$ cat config.mk
export PLATFORM = sky130hd
export DESIGN_NAME = ser_cfg_port
export DESIGN_NICKNAME = d
export VERILOG_FILES = /design/src/rtl/ser_cfg_pkg.sv /design/src/rtl/ser_cfg_sync.sv /design/src/rtl/ser_cfg_shifter.sv /design/src/rtl/ser_cfg_bank.sv /design/src/rtl/ser_cfg_port.sv
export SDC_FILE = /design/constraint.sdc
export NUM_CORES = 1
export LEC_CHECK = 0
export BUFFER_PORTS_ARGS = -buffer_cell sky130_fd_sc_hd__buf_2
export CORE_MARGIN = 2
export CORE_UTILIZATION = 58
export DETAILED_ROUTE_END_ITERATION = 7
export GPL_ROUTABILITY_DRIVEN = 0
export PLACE_DENSITY = 0.78
export SYNTH_ARGS = -nofsm -noshare
export SYNTH_HDL_FRONTEND = slang
export SYNTH_SLANG_ARGS = --single-unit
$ cat constraint.sdc
create_clock -name clk -period 2.2 [get_ports clk]
set_input_delay 0.33 -clock clk [delete_from_list [all_inputs] [get_ports clk]]
set_output_delay 0.33 -clock clk [all_outputs]
set_load 0.005 [all_outputs]
$ cat src/rtl/ser_cfg_pkg.sv
package ser_cfg_pkg;
  localparam int ADDR_W  = 4;
  localparam int DATA_W  = 12;
  localparam int FRAME_W = ADDR_W + DATA_W;
  localparam int GAIN_W  = 8;
  localparam int DAC_W   = 8;
  localparam int CLAMP_W = 7;
  localparam int CTRL_W  = 10;
  localparam int EDGE_BIT = 8;
  localparam int EXT_BIT  = 7;
  localparam logic [CTRL_W-1:0] CTRL_RST = 10'h204;
  localparam logic [ADDR_W-1:0] A_GAIN  = 4'd0;
  localparam logic [ADDR_W-1:0] A_DAC   = 4'd1;
  localparam logic [ADDR_W-1:0] A_CLAMP = 4'd2;
  localparam logic [ADDR_W-1:0] A_CTRL  = 4'd3;
  localparam logic [ADDR_W-1:0] A_EXT   = 4'd4;
endpackage

$ cat src/rtl/ser_cfg_sync.sv
module ser_cfg_sync #(
  parameter int W      = 4,
  parameter int STAGES = 2
) (
  input  logic         clk,
  input  logic         rst,
  input  logic [W-1:0] d,
  output logic [W-1:0] q
);
  logic [STAGES-1:0][W-1:0] pipe;

  always_ff @(posedge clk) begin
    if (rst) begin
      pipe <= '0;
    end else begin
      pipe[0] <= d;
      for (int i = 1; i < STAGES; i++) pipe[i] <= pipe[i-1];
    end
  end

  assign q = pipe[STAGES-1];
endmodule

$ cat src/rtl/ser_cfg_shifter.sv
module ser_cfg_shifter #(
  parameter int FRAME_W = 16,
  localparam int CNT_W  = $clog2(FRAME_W + 2)
) (
  input  logic               clk,
  input  logic               rst,
  input  logic               sd,
  input  logic               sck,
  input  logic               sen,
  output logic               frm_vld,
  output logic [FRAME_W-1:0] frm
);
  localparam logic [CNT_W-1:0] CNT_MAX = CNT_W'(FRAME_W + 1);
  localparam logic [CNT_W-1:0] CNT_OK  = CNT_W'(FRAME_W);

  logic             sck_q, sen_q;
  logic [CNT_W-1:0] cnt;
  logic [FRAME_W-1:0] sh;

  always_ff @(posedge clk) begin
    if (rst) begin
      sck_q   <= 1'b0;
      sen_q   <= 1'b0;
      cnt     <= CNT_MAX;
      sh      <= '0;
      frm     <= '0;
      frm_vld <= 1'b0;
    end else begin
      sck_q   <= sck;
      sen_q   <= sen;
      frm_vld <= 1'b0;
      if (sen && !sen_q) begin
        cnt <= '0;
      end else if (sen && sck_q && !sck) begin
        sh <= {sh[FRAME_W-2:0], sd};
        if (cnt != CNT_MAX) cnt <= cnt + 1'b1;
      end
      if (!sen && sen_q && cnt == CNT_OK) begin
        frm_vld <= 1'b1;
        frm     <= sh;
      end
    end
  end


  cnt_sat_chk: assert property (@(posedge clk) disable iff (rst)
    cnt <= CNT_MAX);


  frm_pulse_chk: assert property (@(posedge clk) disable iff (rst)
    frm_vld |=> !frm_vld);
endmodule

$ cat src/rtl/ser_cfg_bank.sv
module ser_cfg_bank
  import ser_cfg_pkg::*;
#(
  parameter int FRAME_W = ser_cfg_pkg::FRAME_W
) (
  input  logic               clk,
  input  logic               rst,
  input  logic               frm_vld,
  input  logic [FRAME_W-1:0] frm,
  input  logic               fs,
  output logic [GAIN_W-1:0]  gain_act,
  output logic [DAC_W-1:0]   dac_act,
  output logic [CLAMP_W-1:0] clamp_act,
  output logic [CTRL_W-1:0]  ctrl_act,
  output logic               ext_act
);
  localparam int DW = FRAME_W - ADDR_W;

  logic [ADDR_W-1:0]  f_addr;
  logic [DW-1:0]      f_data;
  logic [GAIN_W-1:0]  h_gain, n_gain;
  logic [DAC_W-1:0]   h_dac, n_dac;
  logic [CLAMP_W-1:0] h_clamp, n_clamp;
  logic [CTRL_W-1:0]  h_ctrl, n_ctrl;
  logic               h_ext, n_ext;
  logic               fs_q, fs_qq, load;

  assign f_addr = frm[FRAME_W-1 -: ADDR_W];
  assign f_data = frm[DW-1:0];

  always_comb begin
    n_gain  = h_gain;
    n_dac   = h_dac;
    n_clamp = h_clamp;
    n_ctrl  = h_ctrl;
    n_ext   = h_ext;
    if (frm_vld) begin
      case (f_addr)
        A_GAIN:  n_gain  = f_data[GAIN_W-1:0];
        A_DAC:   n_dac   = f_data[DAC_W-1:0];
        A_CLAMP: n_clamp = f_data[CLAMP_W-1:0];
        A_CTRL:  n_ctrl  = f_data[CTRL_W-1:0];
        A_EXT:   n_ext   = f_data[EXT_BIT];
        default: ;
      endcase
    end
  end

  assign load = ctrl_act[EDGE_BIT] ? (fs_qq && !fs_q) : (!fs_qq && fs_q);

  always_ff @(posedge clk) begin
    if (rst) begin
      h_gain <= '0; h_dac <= '0; h_clamp <= '0; h_ctrl <= CTRL_RST; h_ext <= 1'b0;
      gain_act <= '0; dac_act <= '0; clamp_act <= '0; ctrl_act <= CTRL_RST; ext_act <= 1'b0;
      fs_q <= 1'b0; fs_qq <= 1'b0;
    end else begin
      fs_q  <= fs;
      fs_qq <= fs_q;
      h_gain <= n_gain; h_dac <= n_dac; h_clamp <= n_clamp; h_ctrl <= n_ctrl; h_ext <= n_ext;
      if (load) begin
        gain_act  <= n_gain;
        dac_act   <= n_dac;
        clamp_act <= n_clamp;
        ctrl_act  <= n_ctrl;
        ext_act   <= n_ext;
      end
    end
  end


  act_hold_chk: assert property (@(posedge clk) disable iff (rst)
    !load |=> $stable({gain_act, dac_act, clamp_act, ctrl_act, ext_act}));


  test_addr_chk: assert property (@(posedge clk) disable iff (rst)
    (frm_vld && f_addr > A_EXT) |=> $stable({h_gain, h_dac, h_clamp, h_ctrl, h_ext}));
endmodule

$ cat src/rtl/ser_cfg_port.sv
module ser_cfg_port
  import ser_cfg_pkg::*;
#(
  parameter int SYNC_STAGES = 2
) (
  input  logic               clk,
  input  logic               rst,
  input  logic               ser_data,
  input  logic               ser_clk,
  input  logic               ser_en,
  input  logic               frame_sync,
  output logic [GAIN_W-1:0]  gain_code,
  output logic [DAC_W-1:0]   dac_code,
  output logic [CLAMP_W-1:0] clamp_code,
  output logic [CTRL_W-1:0]  ctrl_word,
  output logic               gain_ext
);
  logic [3:0] raw, synced;
  logic               frm_vld;
  logic [FRAME_W-1:0] frm;

  assign raw = {frame_sync, ser_en, ser_clk, ser_data};

  ser_cfg_sync #(.W(4), .STAGES(SYNC_STAGES)) u_sync (
    .clk(clk), .rst(rst), .d(raw), .q(synced)
  );

  ser_cfg_shifter #(.FRAME_W(FRAME_W)) u_shift (
    .clk(clk), .rst(rst), .sd(synced[0]), .sck(synced[1]), .sen(synced[2]),
    .frm_vld(frm_vld), .frm(frm)
  );

  ser_cfg_bank #(.FRAME_W(FRAME_W)) u_bank (
    .clk(clk), .rst(rst), .frm_vld(frm_vld), .frm(frm), .fs(synced[3]),
    .gain_act(gain_code), .dac_act(dac_code), .clamp_act(clamp_code),
    .ctrl_act(ctrl_word), .ext_act(gain_ext)
  );
endmodule

==> reports/summary.txt <==
Setup ws final: 0.497 ns
CP arrival: 2.07 ns
Setup crit end kind: flop
Place WS: 0.536 ns
Post-synthesis sequential area ratio: 0.565
Post-synthesis adder-cell area fraction: 0.00913
Worst Reg2Reg Path Length in Cells: 4
Slew HR: 0.591
Final count of hold timing violations: 0
Crit. Startpoint: u_shift.frm[14]
Cell variety after synth: 38
Core area: 0.00683 mm²
Post-cts sizing count: 0
Peak supply drop: 0.652 mV
Worst R2R Start: u_shift.frm[14]
Tot Pwr: 5.17 mW
Die Wd: 88.2 µm
Clock sink total: 116
Detailed Route WL: 8010 µm
Share of layout cells above drive strength 1: 0.177
RR Endpoint: u_bank.ctrl_act[8]
Synth Area in XOR/XNOR: 0.00639
Post-Syn Instances: 413
Largest family of logic cells by synthesized area: simple AND/OR/NAND/NOR gates
Crit share post-route: 0.774
Hold depth: 2
Clock Latency Late Sink: 0.50 ns
Placed cell count: 527
Synth warnings: 0
Total CTS buffers: 17
#FFs+latches synth: 116
Drt via density: 5.26
# diodes: 0
Slew @ Worst Pin: 0.613 ns
HP Start: ser_en
Drt drc: 0
I/O Buffers: 39
DP HPWL: 4750 µm
Reg clk slew, reported paths: 0.05 ns
Drt first-iter violations: 160
Max H-tree Level: 4
Mux cell area share after synthesis: 0.117
Post-Syn Area: 0.00411 mm²
ANT nets after route: 0
Post-CTS setup buffer count: 0
CTS Hold Bufs: 0
Post-route cell area: 0.00501 mm²
Vias: 2936
CTS tree: done
Min-delay worst type: in -> reg
Initial Util: 0.602
Remaining Overflow, GRT: 0
Tot GR Track Use: 0.219
Max-Cap Viols: 0
Mapped Nets: 422
Status: finished clean
Number of global-route vias before repair: 2792
CP peak stage delay: 0.53 ns
Synth Area in Simple Gates: 0.177
First-pass GRT wire length: 12800 µm
Setup TNS Final: 0 ns
Die area: 0.00778 mm²
Nets: 459
Std-Cell Rows: 30
Synthesized area per cell: 9.95 µm²
Pleak: 2.12 nW
Flop2flop setup slack: 0.50 ns
Routed length per instance: 14.4 µm
Bufs on Longest Clock Path: 2
Worst Path Required: 2.57 ns
CTS root buffer: clkbuf_8
Pwr/cell area: 1030 mW/mm²
CP Launch Type: flop
Min Tclk post-route: 1.70 ns
Synth-to-Final Area Change: 21.9%
Crit Path Max Fanout: 12
Die Height: 88.2 µm
Post-DP Area: 0.00437 mm²
Non-filler cells in the finished layout: 558
CP Class: reg -> reg
Max Freq: 0.587 GHz
Pin count of the biggest net entering global routing: 67
Finish-stage setup viols: 0
Compound-gate portion of the synthesized area: 0.0919
Pre-Repair DR Iteration Count: 4
Critical path's slowest cell: and2_1
CP cell instances: and3b_2 -> and2_1 -> mux2i_1 -> o21ai_0
Slew Limit Fails: 0
RSZ-0062 raised after global routing: no
Hold Crit Endpoint: u_sync.pipe[2]
Ports: 40
Clock Skew: 0.00907 ns
Hold slack: 0.0373 ns
Initial antenna violation count: 0
Final Util: 0.733
[sequential cells by signal, indices dropped and copies added (netlist names), 4 cells and up]
register / flops
u_shift.sh: 16
u_shift.frm: 14
u_bank.ctrl_act: 10
u_bank.h_ctrl: 10
u_bank.dac_act: 8
u_bank.gain_act: 8
u_bank.h_dac: 8
u_bank.h_gain: 8
u_bank.clamp_act: 7
u_bank.h_clamp: 7
u_shift.cnt: 5
u_sync.pipe: 4
u_sync.q: 4
[layout by cell type (no fill, tap or decap), types with 4 or more instances in the layout]
master and count:
dfxtp_1 116, nor2_1 82, mux2i_1 47, buf_2 39
nand2_1 37, a211oi_1 31, a21oi_1 17, clkbuf_16 16
nor2b_1 13, inv_1 5, bufinv_16 5, clkbuf_8 4
[cells in the mapped netlist (all sizes together)]
| master | n | area [µm²] |
|---|---|---|
| nand4b | 1 | 8.76 |
| nor4bb | 1 | 10.0 |
| and2 | 3 | 21.3 |
| o21ai | 5 | 25.0 |
| a21oi | 17 | 85.1 |
| mux2i | 48 | 480 |
| nand2b | 3 | 18.8 |
| or3 | 1 | 6.26 |
| o211a | 2 | 20.0 |
| ha | 3 | 37.5 |
| clkbuf | 15 | 57.6 |
| nor2b | 13 | 81.3 |
| nor2 | 82 | 308 |
| or2 | 1 | 6.26 |
| a211oi | 31 | 233 |
| inv | 5 | 18.8 |
| xnor2 | 1 | 8.76 |
| dfxtp | 116 | 2320 |
| nor4b | 1 | 23.8 |
| o211ai | 2 | 15.0 |
| nand3b | 1 | 20.0 |
| nand4 | 2 | 12.5 |
| and2b | 2 | 16.3 |
| nand2 | 39 | 151 |
| xor2 | 2 | 17.5 |
| nor3b | 1 | 7.51 |
| nand3 | 3 | 15.0 |
| buf | 10 | 63.8 |
| and3b | 2 | 18.8 |
[cell type report]
class	count	area [µm²]
clock buffers	22	463
clock inverters	9	175
fillers	488	1820
inverters	5	18.8
multi-input cells	267	1660
flip-flops and latches	116	2320
well taps	96	120
repair buffers	43	250
[worst max-delay path, delay by kind of cell (launching register included)]
| family | cells | cell delay, ns |
|---|---|---|
| AO/OA/AOI/OAI | 1 | 0.14 |
| flip-flops | 1 | 0.33 |
| multiplexers | 1 | 0.31 |
| AND/OR/NAND/NOR | 2 | 0.80 |
[cells by family after synthesis]
| kind of cell | Yosys count |
|---|---|
| mux | 48 |
| flops | 116 |
| buf+inv | 30 |
| simple gates | 156 |
| fa+ha+maj | 3 |
| xor+xnor | 3 |
| compound gates | 57 |
[routing by layer]
metal / vias to the layer above / global-route usage / wire length [µm]
li1: 1473 / - / -
met1: 1381 / 0.269 / 3710
met2: 66 / 0.352 / 3870
met3: 16 / 0.0735 / 280
met4: 0 / 0.0950 / 147
met5: - / 0 / 0
[power by group]
part,switching [mW],internal (mW)
Combinational,0.0713,0.0500
Clock,0.872,2.03
Sequential,0.0144,2.13
[worst max-delay path by stage]
stage / to / slack (ns) / cells after the start
3_5_place_dp: u_bank.ctrl_act[1] / 0.54 / 4
6_report: u_bank.ctrl_act[8] / 0.50 / 4
4_1_cts: u_bank.ctrl_act[8] / 0.51 / 4
5_1_grt: u_bank.ctrl_act[8] / 0.33 / 4
2_1_floorplan: u_shift.frm[12] / 0.54 / 7
3_3_place_gp: u_bank.ctrl_act[6] / 0.59 / 4
Power figures use the tool's default switching activity.
